### src/rtl/fxq_mul_pkg.sv
package fxq_mul_pkg;

  // Sequencer steps: idle, four partial products, one sign-correction cycle.
  typedef enum logic [2:0] {
    ST_IDLE = 3'd0,
    ST_LL   = 3'd1,
    ST_LH   = 3'd2,
    ST_HL   = 3'd3,
    ST_HH   = 3'd4,
    ST_FIX  = 3'd5
  } mul_step_e;

  localparam int unsigned BUSY_STEPS = 5;

endpackage

### src/rtl/fxq_mul_ctrl.sv
module fxq_mul_ctrl
  import fxq_mul_pkg::*;
(
  input  logic      clk,
  input  logic      rst,
  input  logic      start,
  output logic      load,
  output mul_step_e step
);

  mul_step_e step_q, step_d;

  assign load = start && (step_q == ST_IDLE);

  always_comb begin
    step_d = step_q;
    unique case (step_q)
      ST_IDLE: if (start) step_d = ST_LL;
      ST_LL:   step_d = ST_LH;
      ST_LH:   step_d = ST_HL;
      ST_HL:   step_d = ST_HH;
      ST_HH:   step_d = ST_FIX;
      ST_FIX:  step_d = ST_IDLE;
      default: step_d = ST_IDLE;
    endcase
  end

  always_ff @(posedge clk) begin
    if (rst) step_q <= ST_IDLE;
    else     step_q <= step_d;
  end

  assign step = step_q;


  seq_order_chk: assert property (@(posedge clk) disable iff (rst)
    (step_q == ST_LL) |=> (step_q == ST_LH));

endmodule

### src/rtl/fxq_mul_pp.sv
module fxq_mul_pp
  import fxq_mul_pkg::*;
#(
  parameter int unsigned HALF_W = 32
) (
  input  mul_step_e               step,
  input  logic [2*HALF_W-1:0]     a_q,
  input  logic [2*HALF_W-1:0]     b_q,
  output logic [4*HALF_W-1:0]     term
);

  localparam int unsigned WORD_W = 2 * HALF_W;
  localparam int unsigned ACC_W  = 2 * WORD_W;

  logic [HALF_W-1:0] a_half [2];
  logic [HALF_W-1:0] b_half [2];

  for (genvar g = 0; g < 2; g++) begin : g_split
    assign a_half[g] = a_q[g*HALF_W +: HALF_W];
    assign b_half[g] = b_q[g*HALF_W +: HALF_W];
  end

  logic [HALF_W-1:0] mx, my;
  logic [1:0]        place;  // 0: no shift, 1: one half, 2: two halves

  always_comb begin
    mx    = '0;
    my    = '0;
    place = 2'd0;
    unique case (step)
      ST_LL: begin mx = a_half[0]; my = b_half[0]; place = 2'd0; end
      ST_LH: begin mx = a_half[0]; my = b_half[1]; place = 2'd1; end
      ST_HL: begin mx = a_half[1]; my = b_half[0]; place = 2'd1; end
      ST_HH: begin mx = a_half[1]; my = b_half[1]; place = 2'd2; end
      default: begin mx = '0; my = '0; place = 2'd0; end
    endcase
  end

  // Single shared unsigned half-word multiplier.
  logic [WORD_W-1:0] prod;
  assign prod = WORD_W'(mx) * WORD_W'(my);

  always_comb begin
    unique case (place)
      2'd1:    term = ACC_W'(prod) << HALF_W;
      2'd2:    term = ACC_W'(prod) << WORD_W;
      default: term = ACC_W'(prod);
    endcase
  end

endmodule

### src/rtl/fxq_mul_acc.sv
module fxq_mul_acc
  import fxq_mul_pkg::*;
#(
  parameter int unsigned HALF_W = 32
) (
  input  logic                clk,
  input  logic                rst,
  input  logic                load,
  input  mul_step_e           step,
  input  logic [2*HALF_W-1:0] a_q,
  input  logic [2*HALF_W-1:0] b_q,
  input  logic [4*HALF_W-1:0] term,
  output logic                done,
  output logic [2*HALF_W-1:0] result
);

  localparam int unsigned WORD_W = 2 * HALF_W;
  localparam int unsigned ACC_W  = 2 * WORD_W;

  logic [ACC_W-1:0]  acc_q;
  logic [WORD_W-1:0] corr, fixed_hi;
  logic              done_q;
  logic [WORD_W-1:0] res_q;

  // Two's-complement correction of the upper half (mod 2^WORD_W).
  always_comb begin
    corr = '0;
    if (a_q[WORD_W-1]) corr = corr + b_q;
    if (b_q[WORD_W-1]) corr = corr + a_q;
    fixed_hi = acc_q[ACC_W-1:WORD_W] - corr;
  end

  always_ff @(posedge clk) begin
    if (rst) begin
      acc_q  <= '0;
      done_q <= 1'b0;
      res_q  <= '0;
    end else begin
      done_q <= 1'b0;
      if (load) begin
        acc_q <= '0;
      end else if (step == ST_LL || step == ST_LH ||
                   step == ST_HL || step == ST_HH) begin
        acc_q <= acc_q + term;
      end else if (step == ST_FIX) begin
        res_q  <= {fixed_hi[HALF_W-1:0], acc_q[WORD_W-1:HALF_W]};
        done_q <= 1'b1;
      end
    end
  end

  assign done   = done_q;
  assign result = res_q;


  done_src_chk: assert property (@(posedge clk) disable iff (rst)
    done_q |-> ($past(step) == ST_FIX));

endmodule

### src/rtl/fxq_mul_top.sv
module fxq_mul_top
  import fxq_mul_pkg::*;
#(
  parameter int unsigned HALF_W = 32,
  localparam int unsigned WORD_W = 2 * HALF_W
) (
  input  logic              clk,
  input  logic              rst,
  input  logic              start,
  input  logic [WORD_W-1:0] op_a,
  input  logic [WORD_W-1:0] op_b,
  output logic              done,
  output logic [WORD_W-1:0] result
);

  localparam int unsigned ACC_W = 2 * WORD_W;

  logic              load;
  mul_step_e         step;
  logic [WORD_W-1:0] a_q, b_q;
  logic [ACC_W-1:0]  term;

  always_ff @(posedge clk) begin
    if (rst) begin
      a_q <= '0;
      b_q <= '0;
    end else if (load) begin
      a_q <= op_a;
      b_q <= op_b;
    end
  end

  fxq_mul_ctrl i_ctrl (
    .clk   (clk),
    .rst   (rst),
    .start (start),
    .load  (load),
    .step  (step)
  );

  fxq_mul_pp #(.HALF_W(HALF_W)) i_pp (
    .step (step),
    .a_q  (a_q),
    .b_q  (b_q),
    .term (term)
  );

  fxq_mul_acc #(.HALF_W(HALF_W)) i_acc (
    .clk    (clk),
    .rst    (rst),
    .load   (load),
    .step   (step),
    .a_q    (a_q),
    .b_q    (b_q),
    .term   (term),
    .done   (done),
    .result (result)
  );


  done_pulse_chk: assert property (@(posedge clk) disable iff (rst)
    done |=> !done);


  result_hold_chk: assert property (@(posedge clk) disable iff (rst)
    !done |-> $stable(result));


  opnd_hold_chk: assert property (@(posedge clk) disable iff (rst)
    (step != ST_IDLE) |=> ($stable(a_q) && $stable(b_q)));


  reset_clear_chk: assert property (@(posedge clk)
    $past(rst) |-> (!done));

endmodule

### config.mk
export PLATFORM = sky130hd
export DESIGN_NAME = fxq_mul_top
export DESIGN_NICKNAME = d
export VERILOG_FILES = /design/src/rtl/fxq_mul_pkg.sv /design/src/rtl/fxq_mul_ctrl.sv /design/src/rtl/fxq_mul_pp.sv /design/src/rtl/fxq_mul_acc.sv /design/src/rtl/fxq_mul_top.sv
export SDC_FILE = /design/constraint.sdc
export NUM_CORES = 2
export LEC_CHECK = 0
export BUFFER_PORTS_ARGS = -buffer_cell sky130_fd_sc_hd__buf_2
export CORE_MARGIN = 2
export CORE_UTILIZATION = 45
export DETAILED_ROUTE_END_ITERATION = 8
export PLACE_DENSITY = 0.72
export SLEW_MARGIN = 20
export SYNTH_ARGS = -nofsm -noshare
export SYNTH_HDL_FRONTEND = slang
export SYNTH_SLANG_ARGS = --single-unit
### constraint.sdc
create_clock -name clk -period 13.37 [get_ports clk]
set_input_delay 1.337 -clock clk [delete_from_list [all_inputs] [get_ports clk]]
set_output_delay 1.337 -clock clk [all_outputs]
set_load 0.01 [all_outputs]
## After elaboration in Yosys (flattened, before gate mapping)

Index checks and enable logic that the tools add are counted.

| storage, ports and cells | value |
|---|---|
| flip-flop bits (word level) | 324 |
| input bits | 131 |
| output and inout port bits | 65 |
| word-level logic and storage cells | 42 |

| cells by class | value |
|---|---|
| $add $sub $neg | 3 |
| $mul | 1 |
| equality and inequality tests | 8 |
| muxes and demuxes | 9 |
| bitwise logic cells | 2 |
| reduce and logical (&&, ||, !) cells | 13 |

Operator list:

| kind | number |
|---|---|
| $pmux 128 s2 | 1 |
| $add 128x128->128 | 1 |
| $pmux 32 s2 | 2 |
| $mul 32x32->64 | 1 |
| $mux 32 | 2 |
| $add 32x32->32 | 1 |
| $sub 32x32->32 | 1 |
| $pmux 3 s5 | 1 |
| $reduce_or 2->1 | 6 |
| $eq 3x2->1 const B | 2 |
| $eq 3x3->1 const B | 2 |
| $pmux 2 s2 | 1 |
| $eq 3x1->1 const B | 1 |
| $logic_not 3->1 | 1 |
| $logic_or 1x1->1 | 3 |
| $mux 3 | 1 |
| $reduce_and 3->1 | 1 |
| $reduce_or 3->1 | 1 |
| $eq 2x1->1 const B | 1 |
| $eq 2x2->1 const B | 1 |
| $ne 2x2->1 const B | 1 |
| $not 1->1 | 2 |
| $logic_and 1x1->1 | 1 |
| $mux 1 | 1 |

## Logic depth before layout (Yosys ltp)

| logic depth | value |
|---|---|
| depth after elaboration | 6 |
| gate-level depth with buffers | 53 |
| gate-level depth less buffers | 47 |

## Hierarchy

Synthesis repeated with hierarchy kept, for this count alone.

| second synthesis, totals | value |
|---|---|
| cell total of the unflattened synthesis | 6525 |
| area total of the unflattened synthesis | 53961.8 um^2 |

By module, submodules not included:

| module | instances | cells an instance | area an instance (um^2) | seq. area each (um^2) |
|---|---|---|---|---|
| fxq_mul_pp | 1 | 4033 | 34063.9 | 0.0 |
| fxq_mul_acc | 1 | 2069 | 15127.0 | 3223.1 |
| fxq_mul_top | 1 | 412 | 4652.0 | 2562.5 |
| fxq_mul_ctrl | 1 | 11 | 118.9 | 60.1 |

## Worst setup path before layout

No wires, ideal clock.

| path | value |
|---|---|
| kind | reg2reg |
| from | register i_ctrl.step_q[1], in the netlist i_ctrl.step[1] |
| to | register i_acc.acc_q[85] |
| library setup time | 117 ps |
| arrival | 11230 ps |
| required time | 13253 ps |
| setup slack | 2023 ps |
| stages on the path, launching flop included | 47 |
| buffers on the path | 6 |
| period minus slack after synthesis | 11347 ps |
| cells stage by stage | dfxtp_1 > clkbuf_1 > nand2b_1 > clkbuf_1 > a21oi_1 > clkbuf_1 > a22o_1 > clkbuf_1 > clkbuf_1 > nand2_1 > fa_1 > fa_1 > inv_1 > fa_1 > fa_1 > fa_1 > fa_1 > fa_1 > [... 11 more ...] > nand4_2 > o41ai_4 > a31oi_1 > xor2_1 > o22ai_1 > ha_1 > clkbuf_1 > nand4_1 > nand2b_1 > o221ai_1 > nor2_1 > nor4b_2 > a221oi_2 > o31a_4 > o21a_1 > o21ai_2 > xor2_1 > a22o_1 |

| between the ends | value |
|---|---|
| longest elaborated chain between the ends | 6 |

Ends and longest elaborated chain:

| element | RTL line | source |
|---|---|---|
| start, declared | fxq_mul_ctrl.sv:11 | `mul_step_e step_q, step_d;` |
| start signal, assigned | fxq_mul_ctrl.sv:30 | `else step_q <= step_d;` |
| $eq 3x3->1 (tied with other cells) | fxq_mul_pp.sv:30, fxq_mul_acc.sv:43 |  |
| $reduce_or 2->1 (no line) | n/a |  |
| $pmux 32 s2 or $pmux 2 s2 (tied branches) | fxq_mul_pp.sv:30 | `unique case (step)` |
| $mul 32x32->64 (tied with other cells) | fxq_mul_pp.sv:41 | `assign prod = WORD_W'(mx) * WORD_W'(my);` |
| $pmux 128 s2 | fxq_mul_pp.sv:44 | `unique case (place)` |
| $add 128x128->128 | fxq_mul_acc.sv:44 | `acc_q <= acc_q + term;` |
| end signal, assigned | fxq_mul_acc.sv:44 |  |
| end, declared | fxq_mul_acc.sv:20 | `logic [ACC_W-1:0] acc_q;` |

Parallel ways exist; a longest one is shown, timed or not.
A chain may end at the register's enable or synchronous reset.

## Worst setup path after layout

| path | value |
|---|---|
| from | register i_ctrl.step_q[0], in the netlist i_ctrl.step[0] |
| to | register i_acc.acc_q[93] |

Same word-level chain as after synthesis.

==> impl_results.md <==
* NumNets Final at 7959
* P per Cell Area at 54.57 mW/mm2
* Placed cell count at 7992
* Post-route antenna net violation count at 0
* Crit-path max FO at 35
* Top_reg_cell synth: dfxtp_1
* Initial antenna violation count at 7
* Slew headroom at 0.1967
* F_max at 77.44 MHz
* Reg area at 0.005846 mm2
* Number of synthesized register bits at 292
* Pin count of the biggest net entering global routing at 89
* Mapped Nets at 7928
* Core area at 0.1159 mm2
* Post-synthesis sequential area ratio at 0.1113
* Slowest stage delay, CP at 800 ps
* Fill cells at 11290
* Total Routing Usage GR at 0.3300
* Die width at 345.6 um
* DP Worst Slack at 779.0 ps
* Period utilization at 0.9659
* Synth warnings at 0
* CTS tree: built
* Die H at 345.6 um
* Worst-margin pin slew at 1205 ps
* RePlAce Congestion at 1.024
* Syn avg cell area at 8.106 um2
* WL final at 198.4 mm
* DP Wirelength at 162.6 mm
* Min-delay worst type: reg2reg
* Hold Fails Final Rpt at 0
* Final setup margin at 456.0 ps
* DR vias/cell at 5.865
* Row count at 125
* PnR Total Power at 3.095 mW
* Failing checks: DRC
* Data required, critical path at 13910 ps
* Starting Density at 0.4531
* Synthesized instance count at 6478
* Post-synth ARST share at 0
* Post-route cell area at 0.05672 mm2
* Cell mode on critical path: fa_1
* Netlist Area Pre-Place at 0.05251 mm2
* Top-area cell type share of the netlist area at 0.3428
* # DRC at 1
* Drt initial violations at 4626
* Crit path time final at 12910 ps
* Startpoint types: register
* Wirelength per Cell at 24.60 um
* Vias in the first global route at 47770
* Final Non-Filler Cells at 8067
* Commonest non-fill, non-tap cells in the layout: nand2_1 (1107), inv_1 (899), fa_1 (899), nor2_1 (750), a21oi_1 (489)
* Worst Skew at 61.37 ps
* CTS Buf Count at 36
* Post-synth EDFFs at 0
* Hold WS at 451.2 ps
* Top cells by area, synth: fa_1 (34%), dfxtp_1 (11%), ha_1 (10%), nand2_1 (7.9%), inv_1 (6.4%)
* Maximum VDD drop at 0.00009360 V
* Hold-fix buffers at CTS at 0
* Critical-path top delay cell: a22o_1
* Status: finished, violations left
* Clock sinks at 292
* TritonRoute pass-1 iters at 8
* Final Max Tran Viols at 0
* First-pass GRT wire length at 297.5 mm
* P&R area growth vs syn at 8.030%
* Crit end category: register
* Worst Path Arrival at 13450 ps
* Worst setup path class: reg2reg
* GR Overflow Total at 0
* Clock root cell: clkbuf_16
* Most common cell after layout, fill and taps aside: nand2_1
* I/O pin total at 196
* Detailed-route via count at 47310
* Htree depth at 2
* DP Area at 0.05542 mm2
* Clock latency on the worst-skew pair at 630 ps
* Max cap viols at 0
* Yosys cell types at 101
* Reg clk slew, reported paths at 70 ps
* Area leader, netlist: fa_1
* Setup violators final at 0
* Number of port buffers at 195
* Multi-input gate area at 0.04199 mm2
* Share of cells above drive strength 1 at 0.08215
* Leakage at 26.37 nW
* Die area at 0.1194 mm2
* Clk buf depth at 3
-- final timing paths --
path / start / end / slack [ps] / cells after the start
max: i_ctrl.step[0] / i_acc.acc_q[93] / 460 / 41
min: i_acc.result[31] / i_acc.result[31] / 450 / 2
max reg2reg: i_ctrl.step[0] / i_acc.acc_q[93] / 460 / 41
min reg2reg: i_acc.result[31] / i_acc.result[31] / 450 / 2
-- power by group --
group	switching [mW]	total, mW	internal (mW)
registers	0.0649	0.975	0.910
clock network	0.462	1.06	0.595
logic	0.751	1.06	0.313
total	1.28	3.10	1.82
-- worst max-delay path, delay by kind of cell, from the launching register on --
family          cells  cell delay (ps)
compound gates      9             2520
simple gates       15             3150
flops               1              640
buf+inv             5              980
xor+xnor            2              330
fa+ha+maj          10             5140
-- flip-flops by register name (all words and copies together), names as in the netlist --
name and cells:
a_q 64, b_q 64, i_acc.acc_q 96, i_acc.done 1, i_acc.result 64, i_ctrl.step 3
-- routing by layer --
layer,track usage,share of wire,up-vias
li1,-,-,20720
met1,0.4341,0.39,23620
met2,0.5091,0.44,2435
met3,0.07347,0.10,532
met4,0.1720,0.064,2
met5,0,0.000060,-
-- timing repair --
action / CTS / global route
setup endpoints to repair: 0 / 12
gates resized for setup: 0 / 5
setup buffers: 0 / 0
-- synthesized netlist by cell type (6+ instances only) --
cell / count
or3_1: 16
or2_2: 8
dfxtp_1: 292
a21oi_1: 490
nand4_1: 61
a211o_1: 7
buf_2: 20
clkbuf_1: 349
o21ai_1: 14
a21o_1: 104
mux2i_1: 23
nor2_1: 752
and3_1: 22
buf_1: 10
o31a_1: 7
o21ai_0: 134
a31oi_1: 26
nand3_1: 59
nand2_1: 1108
o21a_1: 23
nor2b_1: 17
nor3_1: 35
xor2_1: 70
fa_1: 899
a211oi_1: 19
nand2b_1: 25
a22oi_1: 67
and2_1: 51
nand3b_1: 6
o211ai_1: 17
ha_1: 420
a21oi_2: 7
xnor2_1: 123
a21boi_0: 11
o22ai_1: 42
inv_1: 899
a22o_1: 84
o21bai_1: 43
-- area by class of cell --
type | count | share of cell area
inverters | 899 | 0.05949
flip-flops and latches | 292 | 0.1031
clock buffers | 45 | 0.01736
repair buffers | 372 | 0.04125
diodes | 6 | 0.0002647
multi-input cells | 4908 | 0.7402
clock inverters | 21 | 0.004764
well taps | 1524 | 0.03362
-- stage by stage --
stage,util,setup TNS [ps]
after floorplan,-,0
after global placement,0.4782,0
after detailed placement,0.4782,0
after CTS,0.4890,0
after global routing,0.4894,-70.67
final,0.4895,0
-- kinds of logic (layout without fill, tap and decap cells) --
logic type | Yosys count | count (layout) | synth area share
and+or+nand+nor | 2191 | 2192 | 0.1719
AOI/OAI and AO/OA | 1179 | 1180 | 0.1451
other | 0 | 6 | 0
xor gates and xnor gates | 193 | 193 | 0.03219
DFF | 292 | 292 | 0.1113
buffers and inverters | 1280 | 1337 | 0.09203
adders and majority gates | 1319 | 1319 | 0.4428
muxes | 24 | 24 | 0.004599
Note: power is estimated with default switching activity, not from simulation.
